`src/rtl/pt_walker.sv`:
```
module pt_walker #(
  parameter int VA_W    = 48,
  parameter int PA_W    = 40,
  parameter int E_W     = 64,
  parameter int IDX_W   = 9,
  parameter int OFF_W   = 12,
  parameter int RSV_BIT = 51,
  parameter int NX_BIT  = 63
) (
  input  logic            clk,
  input  logic            rst_n,
  input  logic            req_valid,
  input  logic [VA_W-1:0] req_va,
  input  logic            req_write,
  input  logic            req_user,
  input  logic            req_fetch,
  input  logic            wp_en,
  input  logic            nx_en,
  input  logic [PA_W-1:0] root_base,
  output logic            busy,
  output logic            done,
  output logic            fault,
  output logic [4:0]      err_code,
  output logic [PA_W-1:0] pa,
  output logic            mem_req,
  output logic            mem_we,
  output logic [PA_W-1:0] mem_addr,
  output logic [E_W-1:0]  mem_wdata,
  input  logic            mem_ack,
  input  logic [E_W-1:0]  mem_rdata
);
  localparam int LVLS   = 4;
  localparam int LG_OFF = OFF_W + IDX_W;
  localparam int B_P = 0, B_W = 1, B_U = 2, B_A = 5, B_D = 6, B_PS = 7;

  typedef enum logic [2:0] {S_IDLE, S_RD4, S_RD3, S_RD2, S_RD1, S_CHK, S_WB, S_DONE} st_t;
  st_t st;

  logic [VA_W-1:0] va_q;
  logic            wr_q, us_q, fx_q, wp_q, nx_q;
  logic [PA_W-1:0] base_q;
  logic [E_W-1:0]  ent_q [LVLS];
  logic [PA_W-1:0] ea_q  [LVLS];
  logic [LVLS-1:0] rd_mask, wb_pend;
  logic            np_q, rsv_q, large_q;
  logic            fault_q;
  logic [4:0]      err_q;
  logic [PA_W-1:0] pa_q;

  logic [1:0]      lvl;
  logic            rd_st;
  logic [VA_W-1:0] sh_va;
  logic [PA_W-1:0] rd_addr;
  logic            e_np, e_rsv, e_lg;
  logic [E_W-1:0]  upd [LVLS];
  logic [LVLS-1:0] wb_c;
  logic            perm_flt, walk_flt;
  logic [4:0]      err_c;
  logic [PA_W-1:0] pa_c;
  logic [1:0]      wb_k;
  logic [LVLS-1:0] wb_left;

  always_comb begin
    rd_st = 1'b1;
    case (st)
      S_RD4:   lvl = 2'd3;
      S_RD3:   lvl = 2'd2;
      S_RD2:   lvl = 2'd1;
      S_RD1:   lvl = 2'd0;
      default: begin lvl = 2'd0; rd_st = 1'b0; end
    endcase
  end

  assign sh_va   = va_q >> (OFF_W + IDX_W * int'(lvl));
  assign rd_addr = base_q + PA_W'({sh_va[IDX_W-1:0], 3'b000});

  assign e_np  = !mem_rdata[B_P];
  assign e_rsv = mem_rdata[RSV_BIT] | (mem_rdata[NX_BIT] & !nx_q);
  assign e_lg  = (lvl == 2'd1) && mem_rdata[B_PS];

  always_comb begin
    perm_flt = 1'b0;
    for (int k = 0; k < LVLS; k++) begin
      upd[k] = ent_q[k];
      upd[k][B_A] = 1'b1;
      if (wr_q && (k == (large_q ? 1 : 0))) upd[k][B_D] = 1'b1;
      wb_c[k] = rd_mask[k] && (upd[k] != ent_q[k]);
      if (rd_mask[k]) begin
        if (us_q && !ent_q[k][B_U]) perm_flt = 1'b1;
        if (wr_q && !ent_q[k][B_W] && (wp_q || us_q)) perm_flt = 1'b1;
        if (fx_q && nx_q && ent_q[k][NX_BIT]) perm_flt = 1'b1;
      end
    end
  end

  assign walk_flt = np_q | rsv_q | perm_flt;
  assign err_c    = {fx_q & nx_q, rsv_q, us_q, wr_q, !np_q};
  assign pa_c     = large_q ? {ent_q[1][PA_W-1:LG_OFF+1], 1'b0, va_q[LG_OFF-1:0]}
                            : {ent_q[0][PA_W-1:OFF_W], va_q[OFF_W-1:0]};

  always_comb begin
    wb_k = 2'd0;
    for (int k = 0; k < LVLS; k++)
      if (wb_pend[k]) wb_k = 2'(k);
    wb_left = wb_pend;
    wb_left[wb_k] = 1'b0;
  end

  always_ff @(posedge clk or negedge rst_n) begin
    if (!rst_n) begin
      st <= S_IDLE;
      va_q <= '0; wr_q <= 1'b0; us_q <= 1'b0; fx_q <= 1'b0; wp_q <= 1'b0; nx_q <= 1'b0;
      base_q <= '0; rd_mask <= '0; wb_pend <= '0;
      np_q <= 1'b0; rsv_q <= 1'b0; large_q <= 1'b0;
      fault_q <= 1'b0; err_q <= '0; pa_q <= '0;
      for (int k = 0; k < LVLS; k++) begin
        ent_q[k] <= '0;
        ea_q[k]  <= '0;
      end
    end else begin
      case (st)
        S_IDLE: if (req_valid) begin
          va_q <= req_va; wr_q <= req_write; us_q <= req_user; fx_q <= req_fetch;
          wp_q <= wp_en; nx_q <= nx_en;
          base_q <= {root_base[PA_W-1:OFF_W], {OFF_W{1'b0}}};
          rd_mask <= '0; np_q <= 1'b0; rsv_q <= 1'b0; large_q <= 1'b0;
          st <= S_RD4;
        end
        S_RD4, S_RD3, S_RD2, S_RD1: if (mem_ack) begin
          ent_q[lvl] <= mem_rdata;
          ea_q[lvl]  <= rd_addr;
          rd_mask[lvl] <= 1'b1;
          base_q <= {mem_rdata[PA_W-1:OFF_W], {OFF_W{1'b0}}};
          if (e_np) begin
            np_q <= 1'b1; st <= S_CHK;
          end else if (e_rsv) begin
            rsv_q <= 1'b1; st <= S_CHK;
          end else if (e_lg) begin
            large_q <= 1'b1; st <= S_CHK;
          end else begin
            case (st)
              S_RD4:   st <= S_RD3;
              S_RD3:   st <= S_RD2;
              S_RD2:   st <= S_RD1;
              default: st <= S_CHK;
            endcase
          end
        end
        S_CHK: begin
          fault_q <= walk_flt;
          err_q   <= err_c;
          pa_q    <= walk_flt ? '0 : pa_c;
          wb_pend <= walk_flt ? '0 : wb_c;
          st      <= (!walk_flt && |wb_c) ? S_WB : S_DONE;
        end
        S_WB: if (mem_ack) begin
          wb_pend <= wb_left;
          if (wb_left == '0) st <= S_DONE;
        end
        default: st <= S_IDLE;
      endcase
    end
  end

  assign busy      = (st != S_IDLE);
  assign done      = (st == S_DONE);
  assign fault     = fault_q;
  assign err_code  = err_q;
  assign pa        = pa_q;
  assign mem_req   = rd_st || (st == S_WB);
  assign mem_we    = (st == S_WB);
  assign mem_addr  = (st == S_WB) ? ea_q[wb_k] : rd_addr;
  assign mem_wdata = (st == S_WB) ? upd[wb_k] : '0;


  req_hold_chk: assert property (@(posedge clk) disable iff (!rst_n)
    mem_req && !mem_ack |=> mem_req && $stable(mem_addr) && $stable(mem_we));

  addr_align_chk: assert property (@(posedge clk) disable iff (!rst_n)
    mem_req |-> mem_addr[2:0] == 3'b000);

  wb_clean_chk: assert property (@(posedge clk) disable iff (!rst_n)
    mem_req && mem_we |-> !walk_flt);

  done_pulse_chk: assert property (@(posedge clk) disable iff (!rst_n)
    done |=> !done && !busy);

  np_err_chk: assert property (@(posedge clk) disable iff (!rst_n)
    done && fault && !err_code[0] |-> !err_code[3]);

  flt_pa_chk: assert property (@(posedge clk) disable iff (!rst_n)
    done && fault |-> pa == '0);
endmodule

```
`config.mk`:
```
export PLATFORM = sky130hd
export DESIGN_NAME = pt_walker
export DESIGN_NICKNAME = d
export VERILOG_FILES = /design/src/rtl/pt_walker.sv
export SDC_FILE = /design/constraint.sdc
export NUM_CORES = 1
export LEC_CHECK = 0
export BUFFER_PORTS_ARGS = -buffer_cell sky130_fd_sc_hd__buf_2
export CAP_MARGIN = 20
export CORE_MARGIN = 1
export CORE_UTILIZATION = 35
export CTS_BUF_LIST = sky130_fd_sc_hd__clkbuf_4
export DETAILED_ROUTE_END_ITERATION = 10
export SYNTH_ARGS = -nofsm -noshare
export SYNTH_HDL_FRONTEND = slang
export SYNTH_SLANG_ARGS = --single-unit
```
`constraint.sdc`:
```
create_clock -name clk -period 4.3 [get_ports clk]
set_clock_uncertainty 0.15 [all_clocks]
set_input_delay 0.215 -clock clk [delete_from_list [all_inputs] [get_ports clk]]
set_output_delay 0.215 -clock clk [all_outputs]
set_load 0.02 [all_outputs]
```
==> results.yml <==
timing:
  max_slew.worst_pin.slew_ps: 972
  maxSlewHeadroom_pct: 35.2
  setup_viol: 0
  setup_tns_ps: 0
  layout_worst_path_cycle_share_pct: 89.0
  hold_viol_final: 0
  final_max_slew_viol_count: 0
  rsz0062_at_grt: "no"
  fmax_ghz: 0.261
  period_minus_slack_ps: 3830
power:
  p_leak_uw: 0.0161
  peakVddDrop_mv: 0.449
  power_density_mw_per_mm2: 681
synth:
  dominantRegCellSynth: "dfrtp_1"
  synth.mux.area_fraction_pct: 12.6
  synth_fa_ha_area_share_pct: 0.0396
  avgSynthCellArea_um2: 8.84
  netlist_area_mm2: 0.0253
  synth_edf_count: 0
  synth_seq_cells: 545
  ys_warn_count: 0
  async_reset_ff_share_pct: 100
  ys_seq_area_share_pct: 54.0
  synth_xor_area_share_pct: 0.0693
  synthSimpleGateAreaFrac_pct: 22.1
  synthCells: 2858
  synth-compound-area-share_pct: 7.55
  synth_top_family_by_area: "simple AND/OR/NAND/NOR gates"
  synth_cell_types: 45
cts:
  root_buffer: "clkbuf_4"
  cts_tree: "built"
  cts_max_level: 4
  cts.path.max_buffers: 3
  cts_num_sinks: 545
  clkLatencyLatePin_ps: 1000
  postCtsResizedCells: 0
  clkTransAtPathRegs_ps: 70
  cts_buffers: 154
layout:
  final_cell_mix: "1,339 x nand2_1, 541 x dfrtp_1, 336 x dlygate4sd3_1"
  area_growth_pct: 31.4
  fillCellCount: 6754
  finalNonFillerCells: 4566
  layout.nets: 3665
  drive_gt1_share_pct: 19.3
  final_common_cell: "nand2_1"
setup_path:
  cp.arrival_ps: 3460
  path_buf_inv: 1
  critical_path.cell_chain: "nor2_1 > nor2_1 > o22ai_1 > a21oi_1 > buf_2"
  endpoint_kind: "primary output"
  path_max_fanout: 18
  cp.required_ps: 3930
  crit_family: "simple AND/OR/NAND/NOR gates"
  critical-path-max-stage-delay_ps: 740
  reg2reg_from: "st[0]$_DFFE_PN0P_"
  critPathSlowestCell: "dfrtp_1"
  r2r-end: "base_q[21]$_DFFE_PN0P_"
  cp-start-kind: "register"
  reg2reg_depth: 7
  crit_path_frequent_cell: "nor2_1"
  r2r_slack_ps: 870
  worstSetupPathType: "reg2out"
die:
  dieArea_mm2: 0.0733
  start_util_pct: 35.3
  core_area_mm2: 0.0715
  io-pin-count: 315
  die_w_um: 271
  fp.dieH_um: 271
  row_count: 98
worst_hold_path:
  hold_class: "in2reg"
  min_delay_path_depth: 4
  whs_endpoint: "np_q$_DFFE_PN0P_"
  holdCritStartpoint: "mem_ack"
drt:
  dr.first_iter.drc_count: 1588
  drc: 0
  dr.pass1.iters: 5
  finalWirelength_mm: 84.4
  vias_per_cell: 4.88
  vias: 22300
  drtAntennaViolNets: 0
  wire_per_inst_um: 18.5
grt:
  grt_pass1_vias: 23200
  grt_pass1_wl_mm: 133
  antenna_found_initial: 7
  grt_overflow: 0
  track_usage_pct: 23.4
  grt_max_degree: 136
placement:
  place_congestion: 0.771
  dp_hpwl_mm: 47.6
  portBuffers: 299
  placed_cells: 3961
flow_run:
  maxCapViolCount: 0
run_status:
  status: "complete, no violations"
-- worst register-to-register path, cell delays in order, from the launching register on --
cell and delay (ps):
dfrtp_1 610, nor2_1 470, xnor2_2 170, buf_4 430, mux2i_1 290, dlygate4sd3_1 590
o21ai_1 60, dlygate4sd3_1 590
-- worst max path at each step --
stage / from / endpoint / slack (ps) / cells after the start
after floorplan: wb_pend[3]$_DFFE_PN0P_ / mem_addr[25] / 2150 / 5
final: st[0]$_DFFE_PN0P_ / mem_addr[11] / 470 / 5
after detailed placement: st[2]$_DFFE_PN0P_ / ent_q[180]$_DFFE_PN0P_ / 1360 / 7
after global placement: st[2]$_DFFE_PN0P_ / ent_q[185]$_DFFE_PN0P_ / 1370 / 7
after global routing: st[0]$_DFFE_PN0P_ / mem_addr[11] / 200 / 5
after CTS: wb_pend[2]$_DFFE_PN0P_ / mem_addr[12] / 350 / 6
-- stage by stage --
step / instance area (um2) / hold slack [ps] / setup slack (ps) / total power [uW] / utilization, %
2_1_floorplan: 25300 / -231 / 2150 / 14200 / -
3_3_place_gp: 27800 / 110 / 1370 / 17000 / 38.9
3_5_place_dp: 27800 / 107 / 1360 / 17200 / 38.9
4_1_cts: 33200 / 22.0 / 352 / 22700 / 46.4
5_1_grt: 33200 / 81.8 / 200 / 24300 / 46.4
6_report: 33200 / 112 / 474 / 22600 / 46.4
-- cell usage after synthesis (3+ instances only) --
master	n	area (um2)
a211oi_1	7	52.6
a21o_1	4	30.0
a21oi_1	31	155
buf_1	25	93.8
buf_2	57	285
buf_4	4	30.0
buf_6	4	45.0
clkbuf_1	105	394
dfrtp_1	545	13600
inv_1	14	52.6
mux2_2	58	653
mux2i_1	254	2540
nand2_1	1339	5030
nand3_1	9	45.0
nor2_1	101	379
nor2b_1	7	43.8
nor3_1	5	25.0
nor3b_1	3	22.5
o21ai_0	167	836
o21ai_1	50	250
o22ai_1	9	56.3
o31ai_1	3	22.5
o31ai_2	28	350
-- power by group --
| group | switching [uW] | internal (uW) | leakage (uW) |
|---|---|---|---|
| Clock | 2290 | 2660 | 0.00117 |
| Sequential | 1660 | 7450 | 0.00691 |
| Combinational | 5200 | 3350 | 0.00807 |
-- flip-flops by register name (all words and copies together), names as in the netlist --
| signal | cells |
|---|---|
| np_q | 1 |
| pa | 40 |
| base_q | 28 |
| va_q | 48 |
| wr_q | 1 |
| nx_q | 1 |
| us_q | 1 |
| large_q | 1 |
| fx_q | 1 |
| err_code | 5 |
| wp_q | 1 |
| rd_mask | 4 |
| st | 3 |
| rsv_q | 1 |
| ea_q | 148 |
| ent_q | 256 |
| wb_pend | 4 |
| fault | 1 |
-- final cells by class --
class / count / area (um2) / share of cell area (%)
sequential: 545 / 13700 / 41.1
timing repair buffer: 683 / 5460 / 16.5
clock buffer: 228 / 1710 / 5.16
tap: 950 / 1190 / 3.58
clock inverter: 33 / 269 / 0.810
inverter: 15 / 56.3 / 0.170
antenna: 7 / 17.5 / 0.0528
multi-input combinational: 2105 / 10800 / 32.7
-- cell families (layout without fill, tap and decap cells) --
group / count (synthesis) / count (layout)
adder cells (fa/ha/maj): 1 / 1
AO/OA/AOI/OAI: 315 / 315
multiplexers: 312 / 312
AND/OR/NAND/NOR: 1472 / 1472
flip-flops: 545 / 545
other: 1 / 10
buffers and inverters: 210 / 959
XOR/XNOR: 2 / 2
-- per-layer routing --
| layer | GRT usage (%) | share of wire (%) | up-vias |
|---|---|---|---|
| li1 | - | - | 10600 |
| met1 | 29.8 | 43 | 10800 |
| met2 | 37.3 | 47 | 689 |
| met3 | 5.24 | 5.9 | 188 |
| met4 | 11.7 | 3.8 | 0 |
| met5 | 0 | 0 | - |
-- what timing repair did --
| item | 4_1_cts | 5_1_grt |
|---|---|---|
| hold buffers | 337 | 0 |
| hold endpoints to repair | 918 | 0 |
| buffers inserted | 0 | 0 |
Power figures use the tool's default switching activity.
